==> src/rtl/i2cr_pkg.sv <==
package i2cr_pkg;

    localparam int REG_W  = 32;
    localparam int BYTE_W = 8;

    // register byte offsets (fixed: software decodes them)
    localparam int OFS_CTRL = 'h00;
    localparam int OFS_STAT = 'h04;
    localparam int OFS_DATA = 'h0C;
    localparam int OFS_MON  = 'h1C;

    // control bit positions
    localparam int C_START    = 0;
    localparam int C_STOP     = 1;
    localparam int C_NAK      = 2;
    localparam int C_XFER     = 3;
    localparam int CMD_W      = C_XFER + 1;
    localparam int C_FAST     = 8;
    localparam int C_URST     = 10;
    localparam int C_SCLEN    = 13;
    localparam int C_UEN      = 14;
    localparam int C_IE_ARB   = 18;
    localparam int C_IE_TXE   = 19;
    localparam int C_IE_RXF   = 20;
    localparam int C_GCOFF    = 21;
    localparam int C_IE_BERR  = 22;
    localparam int C_IE_MSTOP = 25;
    localparam int C_MSTOP_EN = 26;

    // status bit positions
    localparam int S_ACK   = 14;
    localparam int S_UBUSY = 15;
    localparam int S_BBUSY = 16;
    localparam int S_EBUSY = 17;
    localparam int S_ARB   = 18;
    localparam int S_TXE   = 19;
    localparam int S_RXF   = 20;
    localparam int S_BERR  = 22;
    localparam int S_MSTOP = 26;

    // event sources, index into the tables below
    localparam int SRC_N     = 5;
    localparam int SRC_ARB   = 0;
    localparam int SRC_TXE   = 1;
    localparam int SRC_RXF   = 2;
    localparam int SRC_BERR  = 3;
    localparam int SRC_MSTOP = 4;

    localparam int SRC_STAT_BIT [SRC_N] = '{S_ARB, S_TXE, S_RXF, S_BERR, S_MSTOP};
    localparam int SRC_EN_BIT   [SRC_N] = '{C_IE_ARB, C_IE_TXE, C_IE_RXF, C_IE_BERR, C_IE_MSTOP};

    localparam logic [REG_W-1:0] CTRL_WMASK =
        (REG_W'(1) << C_START)   | (REG_W'(1) << C_STOP)     | (REG_W'(1) << C_NAK)    |
        (REG_W'(1) << C_XFER)    | (REG_W'(1) << C_FAST)     | (REG_W'(1) << C_URST)   |
        (REG_W'(1) << C_SCLEN)   | (REG_W'(1) << C_UEN)      | (REG_W'(1) << C_IE_ARB) |
        (REG_W'(1) << C_IE_TXE)  | (REG_W'(1) << C_IE_RXF)   | (REG_W'(1) << C_GCOFF)  |
        (REG_W'(1) << C_IE_BERR) | (REG_W'(1) << C_IE_MSTOP) | (REG_W'(1) << C_MSTOP_EN);

    localparam logic [REG_W-1:0] STICKY_MASK =
        (REG_W'(1) << S_ARB) | (REG_W'(1) << S_TXE) | (REG_W'(1) << S_RXF) |
        (REG_W'(1) << S_BERR) | (REG_W'(1) << S_MSTOP);

    typedef enum logic [2:0] {
        RS_NONE,
        RS_CTRL,
        RS_STAT,
        RS_DATA,
        RS_MON
    } reg_sel_e;

    typedef struct packed {
        logic [REG_W-1:0] ctrl;
    } ctrl_st_t;

    typedef struct packed {
        logic [REG_W-1:0] sticky;
    } stat_st_t;

    typedef struct packed {
        logic [BYTE_W-1:0] dbr;
    } data_st_t;

endpackage

==> src/rtl/i2cr_ctrl.sv <==
module i2cr_ctrl
    import i2cr_pkg::*;
(
    input  logic             clk,
    input  logic             rst_n,
    input  logic             wr_en,
    input  logic [REG_W-1:0] wdata,
    input  logic             cmd_ready,
    output logic [REG_W-1:0] ctrl_q,
    output logic             cmd_valid
);

    ctrl_st_t st_d, st_q;
    logic              drop;
    logic              accept;
    logic [REG_W-1:0]  wmasked;

    always_comb begin
        st_d    = st_q;
        drop    = st_q.ctrl[C_URST] | ~st_q.ctrl[C_UEN];
        accept  = st_q.ctrl[C_XFER] & ~drop & cmd_ready;
        wmasked = wdata & CTRL_WMASK;
        if (accept || drop) begin
            st_d.ctrl[C_XFER] = 1'b0;
        end
        if (wr_en) begin
            if (st_q.ctrl[C_XFER]) begin
                // command fields frozen while a byte is pending
                st_d.ctrl = {wmasked[REG_W-1:CMD_W], st_d.ctrl[CMD_W-1:0]};
            end else begin
                st_d.ctrl = wmasked;
                if (!wmasked[C_UEN] || wmasked[C_URST]) begin
                    st_d.ctrl[C_XFER] = 1'b0;
                end
            end
        end
    end

    always_ff @(posedge clk or negedge rst_n) begin
        if (!rst_n) begin
            st_q <= '0;
        end else begin
            st_q <= st_d;
        end
    end

    assign ctrl_q    = st_q.ctrl;
    assign cmd_valid = st_q.ctrl[C_XFER] & ~st_q.ctrl[C_URST] & st_q.ctrl[C_UEN];

    // an unanswered command stays valid with stable fields
    a_r3_hold_cmd: assert property (@(posedge clk) disable iff (!rst_n)
        cmd_valid && !cmd_ready && !wr_en |=> cmd_valid && $stable(ctrl_q[C_NAK:C_START]));

    // acceptance retires the trigger bit
    a_r3_accept_clears: assert property (@(posedge clk) disable iff (!rst_n)
        cmd_valid && cmd_ready |=> !ctrl_q[C_XFER]);

    // writes during a pending command keep the command fields
    a_r4_fields_frozen: assert property (@(posedge clk) disable iff (!rst_n)
        wr_en && ctrl_q[C_XFER] |=> ctrl_q[C_NAK:C_START] == $past(ctrl_q[C_NAK:C_START]));

    // no launch from a word with the unit disabled
    a_r5_no_launch_off: assert property (@(posedge clk) disable iff (!rst_n)
        wr_en && !ctrl_q[C_XFER] && !wdata[C_UEN] |=> !cmd_valid);

endmodule

==> src/rtl/i2cr_stat.sv <==
module i2cr_stat
    import i2cr_pkg::*;
(
    input  logic             clk,
    input  logic             rst_n,
    input  logic             hold_clr,
    input  logic             clr_wr,
    input  logic [REG_W-1:0] clr_mask,
    input  logic [SRC_N-1:0] ev,
    input  logic             mstop_en,
    output logic [REG_W-1:0] sticky_q
);

    stat_st_t         st_d, st_q;
    logic [REG_W-1:0] set_vec;
    logic [SRC_N-1:0] ev_ok;

    always_comb begin
        ev_ok            = ev;
        ev_ok[SRC_MSTOP] = ev[SRC_MSTOP] & mstop_en;
        set_vec          = '0;
        for (int i = 0; i < SRC_N; i++) begin
            set_vec[SRC_STAT_BIT[i]] = ev_ok[i];
        end
        st_d = st_q;
        if (clr_wr) begin
            st_d.sticky = st_d.sticky & ~(clr_mask & STICKY_MASK);
        end
        st_d.sticky = st_d.sticky | set_vec;
        if (hold_clr) begin
            st_d.sticky = '0;
        end
    end

    always_ff @(posedge clk or negedge rst_n) begin
        if (!rst_n) begin
            st_q <= '0;
        end else begin
            st_q <= st_d;
        end
    end

    assign sticky_q = st_q.sticky;

    // an arbitration-loss pulse is always recorded outside reset
    a_r6_event_sets: assert property (@(posedge clk) disable iff (!rst_n)
        ev[SRC_ARB] && !hold_clr |=> sticky_q[S_ARB]);

    // a quiet clear removes exactly the marked bits
    a_r6_w1c_exact: assert property (@(posedge clk) disable iff (!rst_n)
        clr_wr && !hold_clr && ev == '0 |=> sticky_q == ($past(sticky_q) & ~$past(clr_mask)));

    // reset empties the sticky bits
    a_r11_stat_clear: assert property (@(posedge clk) disable iff (!rst_n)
        hold_clr |=> sticky_q == '0);

endmodule

==> src/rtl/i2cr_data.sv <==
module i2cr_data
    import i2cr_pkg::*;
(
    input  logic              clk,
    input  logic              rst_n,
    input  logic              hold_clr,
    input  logic              wr_en,
    input  logic [BYTE_W-1:0] wbyte,
    input  logic              rx_ev,
    input  logic [BYTE_W-1:0] rx_byte,
    output logic [BYTE_W-1:0] dbr_q
);

    data_st_t st_d, st_q;

    always_comb begin
        st_d = st_q;
        if (hold_clr) begin
            st_d.dbr = '0;
        end else if (rx_ev) begin
            st_d.dbr = rx_byte;
        end else if (wr_en) begin
            st_d.dbr = wbyte;
        end
    end

    always_ff @(posedge clk or negedge rst_n) begin
        if (!rst_n) begin
            st_q <= '0;
        end else begin
            st_q <= st_d;
        end
    end

    assign dbr_q = st_q.dbr;

    // a received byte wins over a same-cycle write
    a_r8_rx_wins: assert property (@(posedge clk) disable iff (!rst_n)
        rx_ev && !hold_clr |=> dbr_q == $past(rx_byte));

    // reset empties the buffer
    a_r11_data_clear: assert property (@(posedge clk) disable iff (!rst_n)
        hold_clr |=> dbr_q == '0);

endmodule

==> src/rtl/i2cr_irq.sv <==
module i2cr_irq
    import i2cr_pkg::*;
(
    input  logic [REG_W-1:0] sticky,
    input  logic [REG_W-1:0] ctrl,
    output logic             irq
);

    logic [SRC_N-1:0] hit;

    for (genvar g = 0; g < SRC_N; g++) begin : g_src
        assign hit[g] = sticky[SRC_STAT_BIT[g]] & ctrl[SRC_EN_BIT[g]];
    end

    assign irq = ctrl[C_UEN] & ~ctrl[C_URST] & (|hit);

endmodule

==> src/rtl/i2cr_regs.sv <==
module i2cr_regs
    import i2cr_pkg::*;
#(
    parameter int ADDR_W = 5
) (
    input  logic              clk,
    input  logic              rst_n,
    input  logic              bus_wr,
    input  logic [ADDR_W-1:0] bus_addr,
    input  logic [31:0]       bus_wdata,
    output logic [31:0]       bus_rdata,
    output logic              cmd_valid,
    input  logic              cmd_ready,
    output logic              cmd_start,
    output logic              cmd_stop,
    output logic              cmd_nak,
    output logic [7:0]        cmd_byte,
    input  logic              ev_arb_lost,
    input  logic              ev_tx_empty,
    input  logic              ev_rx_full,
    input  logic [7:0]        rx_byte,
    input  logic              ev_bus_err,
    input  logic              ev_master_stop,
    input  logic              lvl_nak,
    input  logic              lvl_unit_busy,
    input  logic              lvl_bus_busy,
    input  logic              lvl_early_busy,
    input  logic              sda_in,
    input  logic              scl_in,
    output logic              unit_rst,
    output logic              unit_en,
    output logic              fast_mode,
    output logic              scl_drive_en,
    output logic              gcall_off,
    output logic              irq
);

    reg_sel_e          sel;
    logic [REG_W-1:0]  ctrl_q;
    logic [REG_W-1:0]  sticky_q;
    logic [BYTE_W-1:0] dbr_q;
    logic [REG_W-1:0]  lvl_word;
    logic [SRC_N-1:0]  ev_vec;
    logic              in_reset;

    always_comb begin
        if (bus_addr == ADDR_W'(OFS_CTRL)) begin
            sel = RS_CTRL;
        end else if (bus_addr == ADDR_W'(OFS_STAT)) begin
            sel = RS_STAT;
        end else if (bus_addr == ADDR_W'(OFS_DATA)) begin
            sel = RS_DATA;
        end else if (bus_addr == ADDR_W'(OFS_MON)) begin
            sel = RS_MON;
        end else begin
            sel = RS_NONE;
        end
    end

    always_comb begin
        ev_vec            = '0;
        ev_vec[SRC_ARB]   = ev_arb_lost;
        ev_vec[SRC_TXE]   = ev_tx_empty;
        ev_vec[SRC_RXF]   = ev_rx_full;
        ev_vec[SRC_BERR]  = ev_bus_err;
        ev_vec[SRC_MSTOP] = ev_master_stop;
    end

    i2cr_ctrl u_ctrl (
        .clk       (clk),
        .rst_n     (rst_n),
        .wr_en     (bus_wr && sel == RS_CTRL),
        .wdata     (bus_wdata),
        .cmd_ready (cmd_ready),
        .ctrl_q    (ctrl_q),
        .cmd_valid (cmd_valid)
    );

    assign in_reset = ctrl_q[C_URST];

    i2cr_stat u_stat (
        .clk      (clk),
        .rst_n    (rst_n),
        .hold_clr (in_reset),
        .clr_wr   (bus_wr && sel == RS_STAT),
        .clr_mask (bus_wdata),
        .ev       (ev_vec),
        .mstop_en (ctrl_q[C_MSTOP_EN]),
        .sticky_q (sticky_q)
    );

    i2cr_data u_data (
        .clk      (clk),
        .rst_n    (rst_n),
        .hold_clr (in_reset),
        .wr_en    (bus_wr && sel == RS_DATA),
        .wbyte    (bus_wdata[BYTE_W-1:0]),
        .rx_ev    (ev_rx_full),
        .rx_byte  (rx_byte),
        .dbr_q    (dbr_q)
    );

    i2cr_irq u_irq (
        .sticky (sticky_q),
        .ctrl   (ctrl_q),
        .irq    (irq)
    );

    always_comb begin
        lvl_word          = '0;
        lvl_word[S_ACK]   = lvl_nak;
        lvl_word[S_UBUSY] = lvl_unit_busy;
        lvl_word[S_BBUSY] = lvl_bus_busy;
        lvl_word[S_EBUSY] = lvl_early_busy;
    end

    always_comb begin
        bus_rdata = '0;
        case (sel)
            RS_CTRL: bus_rdata = ctrl_q;
            RS_STAT: bus_rdata = sticky_q | lvl_word;
            RS_DATA: bus_rdata = {{(REG_W-BYTE_W){1'b0}}, dbr_q};
            RS_MON:  bus_rdata = {{(REG_W-2){1'b0}}, scl_in, sda_in};
            default: bus_rdata = '0;
        endcase
    end

    assign cmd_start    = ctrl_q[C_START];
    assign cmd_stop     = ctrl_q[C_STOP];
    assign cmd_nak      = ctrl_q[C_NAK];
    assign cmd_byte     = dbr_q;
    assign unit_rst     = in_reset;
    assign unit_en      = ctrl_q[C_UEN];
    assign fast_mode    = ctrl_q[C_FAST];
    assign scl_drive_en = ctrl_q[C_SCLEN];
    assign gcall_off    = ctrl_q[C_GCOFF];

    // a disabled unit never interrupts
    a_r10_irq_gated: assert property (@(posedge clk) disable iff (!rst_n)
        !unit_en |-> !irq);

    // no command is offered while the unit is held in reset
    a_r11_no_cmd_in_reset: assert property (@(posedge clk) disable iff (!rst_n)
        unit_rst |-> !cmd_valid);

    // unassigned offsets read zero
    a_r12_hole_zero: assert property (@(posedge clk) disable iff (!rst_n)
        sel == RS_NONE |-> bus_rdata == '0);

endmodule

==> config.mk <==
export PLATFORM = sky130hd
export DESIGN_NAME = i2cr_regs
export DESIGN_NICKNAME = d
export VERILOG_FILES = /design/src/rtl/i2cr_pkg.sv /design/src/rtl/i2cr_ctrl.sv /design/src/rtl/i2cr_stat.sv /design/src/rtl/i2cr_data.sv /design/src/rtl/i2cr_irq.sv /design/src/rtl/i2cr_regs.sv
export SDC_FILE = /design/constraint.sdc
export NUM_CORES = 1
export LEC_CHECK = 0
export BUFFER_PORTS_ARGS = -buffer_cell sky130_fd_sc_hd__buf_2
export CORE_MARGIN = 4
export CORE_UTILIZATION = 26
export CTS_BUF_LIST = sky130_fd_sc_hd__clkbuf_8 sky130_fd_sc_hd__clkbuf_16
export DETAILED_ROUTE_END_ITERATION = 16
export GPL_ROUTABILITY_DRIVEN = 0
export GPL_TIMING_DRIVEN = 0
export PLACE_DENSITY = 0.55
export RECOVER_POWER = 100
export SYNTH_ARGS = -nofsm -noshare
export SYNTH_HDL_FRONTEND = slang
export SYNTH_SLANG_ARGS = --single-unit
==> constraint.sdc <==
create_clock -name clk -period 1.7 [get_ports clk]
set_clock_uncertainty 0.15 [all_clocks]
set_input_delay 0.34 -clock clk [delete_from_list [all_inputs] [get_ports clk]]
set_output_delay 0.34 -clock clk [all_outputs]
set_load 0.03 [all_outputs]
==> results of run 1 <==
==> cell type report <==
| cell class | instances | share of cell area [%] |
|---|---|---|
| inverter | 13 | 1.77 |
| buffer | 20 | 6.09 |
| multi-input combinational | 105 | 34.6 |
| clock buffer | 3 | 1.50 |
| timing repair buffer | 99 | 26.0 |
| sequential | 28 | 25.5 |
| tap | 75 | 3.41 |
| clock inverter | 1 | 1.09 |
==> metrics by stage <==
stage               utilization, %  cells  setup WS [ns]  hold slack (ns)
detailed placement            38.8    326         -0.420            0.271
CTS                           44.6    341         -0.128           0.0929
global placement              38.8    326         -0.421            0.267
finish                        45.1    344        -0.0982           0.0929
global route                  45.1    344         -0.144           0.0784
floorplan                        -    167       -0.00672           -0.106
==> metal layers <==
metal	GRT usage [%]	part of all wire, %	up-vias	wire length, um
met3	3.63	6.0	2	345
met2	25.6	51	48	2960
met1	17.0	42	809	2420
li1	-	-	787	-
met5	0	0	-	0
met4	1.65	0.31	0	18
==> logic make-up (layout without fill, tap and decap cells) <==
logic type | count (synthesis) | in the layout
simple gates | 35 | 35
compound gates | 44 | 44
buf+inv | 34 | 136
mux | 16 | 16
other cells | 1 | 10
flops | 28 | 28
==> final timing paths <==
kind	end
setup reg to reg	u_data.dbr_q[4]
setup / recovery	irq
min in group asynchronous	u_ctrl.ctrl_q[26]
hold reg to reg	u_ctrl.ctrl_q[21]
hold / removal	u_stat.sticky_q[26]
max in group asynchronous	u_ctrl.ctrl_q[10]
==> cells in the final DEF (no fill, tap or decap), types with 9 or more instances in the layout <==
cell	synthesis	layout
buf_4	10	21
dfrtp_1	28	27
buf_6	2	22
mux2_1	0	9
conb_1	1	10
clkbuf_1	4	20
buf_2	5	44
inv_1	13	13
==> power breakdown <==
part	total, uW	switching [uW]	internal [uW]
logic	735	437	298
registers	913	117	795
clock network	539	224	316
total	2190	778	1410
==> sequential cells by signal, summed over array words and instances (netlist names) <==
signal / count
u_data.dbr_q: 8
u_ctrl.ctrl_q: 15
u_stat.sticky_q: 5
==> cells in the mapped netlist, drive strengths merged <==
| library cell | instances |
|---|---|
| nor3 | 2 |
| buf | 17 |
| and2b | 1 |
| a22o | 8 |
| mux2 | 14 |
| and2 | 8 |
| and3 | 7 |
| nand3b | 1 |
| a222oi | 1 |
| a22oi | 1 |
| a21oi | 2 |
| clkbuf | 4 |
| dfrtp | 28 |
| o32ai | 1 |
| a311oi | 5 |
| and4bb | 1 |
| nor2 | 7 |
| inv | 13 |
| o21ai | 8 |
| mux2i | 2 |
| a31oi | 8 |
| nand2b | 3 |
| conb | 1 |
| nand4bb | 1 |
| nand3 | 2 |
| o2bb2ai | 2 |
| a221oi | 8 |
| and4 | 1 |
| nand2 | 1 |
==> critical path: cells and delay by family, from the launching register on <==
kind / cells / cell delay, ns
buffers and inverters: 1 / 0.15
AOI/OAI and AO/OA: 2 / 0.49
DFF: 1 / 0.39
==> what timing repair did <==
item	in CTS	in global routing
pin swaps	13	7
endpoints found under the hold margin	28	0
gates cloned	1	1
setup buffers	10	2
hold buffers	1	0
resized for setup	56	22
endpoints found under the setup margin	27	23
==> impl_metrics.py, run 1 <==
metrics = {
    "place": {
        "placed_area_mm2": 0.00236,
        "numPortBuffers": 84,
        "hpwlAfterDp_mm": 4.09,
    },
    "status": {
        "violations": "negative setup slack",
        "status": "finished, violations left",
    },
    "clock_network": {
        "cts_buffers": 3,
        "cts_root_buffer": "clkbuf_8",
        "insertion_delay_ns": 0.27,
        "cts_buffer_depth": 2,
        "clkTransAtPathRegs_ns": 0.11,
        "cts_sinks": 28,
        "htreeDepth": 1,
        "cts_tree": "built",
    },
    "floorplanning": {
        "die_y_um": 88.2,
        "die_w_um": 88.2,
        "start_util_pct": 27.5,
        "core_area_mm2": 0.00610,
        "rows": 28,
        "ios": 110,
        "die_area_mm2": 0.00779,
    },
    "route": {
        "ant_nets": 0,
        "routedWlPerCell_um": 16.7,
        "via_count": 1646,
        "vias_per_cell": 4.78,
        "drt-pass1-iter-count": 4,
        "routed_wl_mm": 5.75,
        "drt_iter0_drc": 59,
        "drc": 0,
    },
    "critical_path": {
        "r2r_start": "u_ctrl.ctrl_q[10]",
        "worstPathMaxFanout": 2,
        "critPathRequiredTime_ns": 1.21,
        "reg2reg_slack_ns": 0.16,
        "critPathKind": "flip-flop to output pin",
        "cpPeakStageDelay_ns": 0.39,
        "critPathLaunch": "u_ctrl.ctrl_q[20]",
        "rr_worst_depth": 3,
        "cp.arrival_ns": 1.31,
        "crit_chain": "a222oi_1, a21oi_2, buf_6",
        "end_kind": "output pin",
        "startpoint_type": "flip-flop",
        "cpMaxStageDelayCell": "dfrtp_1",
    },
    "final_layout": {
        "final_cell_area_mm2": 0.00275,
        "regArea_um2": 702,
        "final_nets": 330,
        "drive_gt1_share_pct": 53.2,
        "area_growth_pct": 64.3,
        "multi_input_area_um2": 952,
        "fillers": 601,
        "diodes": 0,
    },
    "synth": {
        "synth.distinct_cells": 36,
        "synth_top_area_share_pct": 41.9,
        "synth_area_leaders": "dfrtp_1, mux2_4, buf_4",
        "synth_compound_area_share_pct": 20.0,
        "yosys.area.top_type": "dfrtp_1",
        "synthXorXnorAreaFrac_pct": 0,
        "synth_top_family_by_area": "compound AO/OA/AOI/OAI gates",
        "synthCells": 158,
        "ys_warn_count": 0,
        "synth_area_per_cell_um2": 10.6,
        "synthAdderAreaFrac_pct": 0,
        "ys_seq_area_share_pct": 41.9,
        "yosys.area_share.simple_pct": 14.1,
        "syn_area_mm2": 0.00167,
        "ys_ff_latch": 28,
        "synthMuxAreaShare_pct": 12.6,
    },
    "job": {
        "drv_cap": 0,
    },
    "sta": {
        "finalCritPeriodShare_pct": 106,
        "rsz0062_at_grt": "yes",
        "tightest_slew_ns": 0.751,
        "layout_setup_ws_ns": -0.0982,
        "setup_tns_ns": -0.723,
        "setup_viol": 15,
        "fmax_ghz": 0.556,
        "fin_crit_ns": 1.80,
        "slew_violations": 0,
        "hold_viol": 0,
        "relSlewSlack_pct": 49.9,
    },
    "power": {
        "power_density_mw_per_mm2": 795,
        "max-vdd-ir-drop_mv": 0.458,
        "total_power_uw": 2190,
        "p_leak_uw": 0.00135,
    },
    "grt": {
        "grt_antenna_before_repair": 0,
        "grt_max_degree": 29,
        "grt_usage_pct": 14.0,
        "grt_pass1_vias": 1599,
        "grt_pass1_wl_mm": 8.31,
        "grt.overflow.total": 0,
    },
    "hold_path": {
        "min-delay-start": "bus_wdata[26]",
        "holdPathStages": 2,
        "min_path_type": "input port to flip-flop",
    },
}
(Power assumes the default switching activity.)
==> run 2, diff against run 1 <==
--- a/config.mk
+++ b/config.mk
@@ -6,14 +6,17 @@
 export NUM_CORES = 1
 export LEC_CHECK = 0
 export BUFFER_PORTS_ARGS = -buffer_cell sky130_fd_sc_hd__buf_2
+export CELL_PAD_IN_SITES_DETAIL_PLACEMENT = 1
+export CELL_PAD_IN_SITES_GLOBAL_PLACEMENT = 1
 export CORE_MARGIN = 4
 export CORE_UTILIZATION = 26
 export CTS_BUF_LIST = sky130_fd_sc_hd__clkbuf_8 sky130_fd_sc_hd__clkbuf_16
 export DETAILED_ROUTE_END_ITERATION = 16
 export GPL_ROUTABILITY_DRIVEN = 0
 export GPL_TIMING_DRIVEN = 0
-export PLACE_DENSITY = 0.55
+export PLACE_DENSITY = 0.72
 export RECOVER_POWER = 100
 export SYNTH_ARGS = -nofsm -noshare
 export SYNTH_HDL_FRONTEND = slang
 export SYNTH_SLANG_ARGS = --single-unit
+export TNS_END_PERCENT = 10
==> run 2 against run 1 <==
The flow still finishes with violations (negative setup slack). Final cell count decreased by 2.0%. Maximum frequency is 1.5% lower. Register-to-register slack gained 0.06 ns. Die area unchanged. Count of clock-buffer cells in the layout stayed put. Routed wire length grew 5.9%. Largest cell class unchanged. Sequential power increased by 2%.
==> impl_metrics.py, run 2 (synthesis results as in run 1) <==
metrics = {
    "route": {
        "ant_nets": 0,
        "drt_iter0_drc": 70,
        "routedWlPerCell_um": 18.1,
        "via_count": 1648,
        "routed_wl_mm": 6.08,
        "drc": 0,
        "vias_per_cell": 4.89,
        "drt-pass1-iter-count": 4,
    },
    "floorplanning": {
        "die_area_mm2": 0.00779,
        "ios": 110,
        "core_area_mm2": 0.00610,
        "die_y_um": 88.2,
        "die_w_um": 88.2,
        "rows": 28,
        "start_util_pct": 27.5,
    },
    "final_layout": {
        "final_cell_mix": "buf_2, dfrtp_1, buf_6",
        "drive_gt1_share_pct": 55.3,
        "largest_reg_flops": 15,
        "diodes": 0,
        "layout.cells.most_common": "buf_2",
        "final_nets": 323,
        "area_growth_pct": 60.1,
    },
    "grt": {
        "grt_usage_pct": 16.1,
        "grt_pass1_wl_mm": 9.65,
        "grt.overflow.total": 0,
        "grt_antenna_before_repair": 0,
        "grt_max_degree": 29,
        "grt_pass1_vias": 1854,
    },
    "sta": {
        "rsz0062_at_grt": "yes",
        "hold_viol": 0,
        "fmax_ghz": 0.548,
        "relSlewSlack_pct": 52.5,
        "fin_crit_ns": 1.83,
        "setup_tns_ns": -0.979,
        "slew_violations": 0,
        "tightest_slew_ns": 0.712,
        "setup_viol": 16,
        "whs_ns": 0.103,
        "finalCritPeriodShare_pct": 107,
        "layout_setup_ws_ns": -0.126,
    },
    "hold_path": {
        "min_to": "u_stat.sticky_q[22]",
        "min-delay-start": "bus_wdata[22]",
        "min_path_type": "input port to flip-flop",
        "holdPathStages": 2,
    },
    "clock_network": {
        "cts_buffers": 3,
        "htreeDepth": 1,
        "cts_root_buffer": "clkbuf_8",
        "insertion_delay_ns": 0.27,
        "cts_tree": "built",
        "cts_buffer_depth": 2,
        "clkTransAtPathRegs_ns": 0.10,
        "cts_sinks": 28,
    },
    "critical_path": {
        "end_kind": "output pin",
        "critPathKind": "flip-flop to output pin",
        "worstPathMaxFanout": 3,
        "cp.arrival_ns": 1.34,
        "reg2reg_to": "u_ctrl.ctrl_q[2]",
        "reg2reg_slack_ns": 0.22,
        "r2r_start": "u_ctrl.ctrl_q[3]",
        "rr_worst_depth": 3,
        "critPathRequiredTime_ns": 1.21,
        "startpoint_type": "flip-flop",
    },
    "power": {
        "power_density_mw_per_mm2": 814,
        "max-vdd-ir-drop_mv": 0.324,
        "p_leak_uw": 0.00134,
    },
    "place": {
        "numPortBuffers": 84,
        "dp_slack_ns": -0.405,
        "hpwlAfterDp_mm": 4.53,
    },
    "status": {
        "violations": "negative setup slack",
        "status": "finished, violations left",
    },
    "job": {
        "drv_cap": 0,
    },
}
-- run 2: changes by cell type in the layout (fill, tap and decap cells not counted), sizes merged --
cell,change
buf,-7
-- run 2: area by class of cell --
cell class	instances	area [um2]
clock buffers	3	41.3
flip-flops and latches	28	701
multi-input cells	105	951
inverters	13	48.8
plain buffers	20	159
repair buffers	92	656
clock inverters	1	30.0
well taps	75	93.8
fillers	739	3420
-- run 2: how the worst max path moves through the flow --
stage	cells past startpoint	startpoint	endpoint
after floorplan	5	bus_addr[4]	bus_rdata[0]
after global placement	6	bus_addr[3]	bus_rdata[3]
after detailed placement	6	bus_addr[3]	bus_rdata[22]
after CTS	3	u_stat.sticky_q[20]	irq
after global routing	3	u_ctrl.ctrl_q[20]	irq
final	3	u_ctrl.ctrl_q[20]	irq
-- run 2: critical path: stages (launching register included) --
cell and delay (ns):
dfrtp_1 0.43, a222oi_1 0.33, a21oi_1 0.13, buf_4 0.18
-- run 2: report_power, final --
group / leakage (uW) / internal (uW) / total (uW) / switching (uW)
sequential: 0.000345 / 794 / 930 / 136
combinational: 0.000963 / 298 / 720 / 422
clock: 0.0000357 / 315 / 531 / 216
-- run 2: repair_timing --
item                                   CTS  global route
buffers inserted                         6             0
gates cloned                             1             0
hold buffers                             1             0
setup endpoints to repair               24            29
resized for setup                       56            14
endpoints found under the hold margin   28             0
pin swaps                               18             1
-- run 2: per-layer routing --
layer,up-vias,global-route usage (%),wire [um]
li1,777,-,-
met1,822,19.7,2440
met2,47,29.6,3290
met3,2,2.33,308
met4,0,4.12,48
met5,-,0,0
-- run 2: through the flow --
stage          util [%]  cells  total power (uW)  area [um2]
2_1_floorplan         -    167              1370        1810
3_3_place_gp       38.2    326              1600        2330
3_5_place_dp       38.2    326              1620        2330
4_1_cts            43.8    337              2220        2670
5_1_grt            44.0    337              2300        2680
6_report           44.0    337              2180        2680
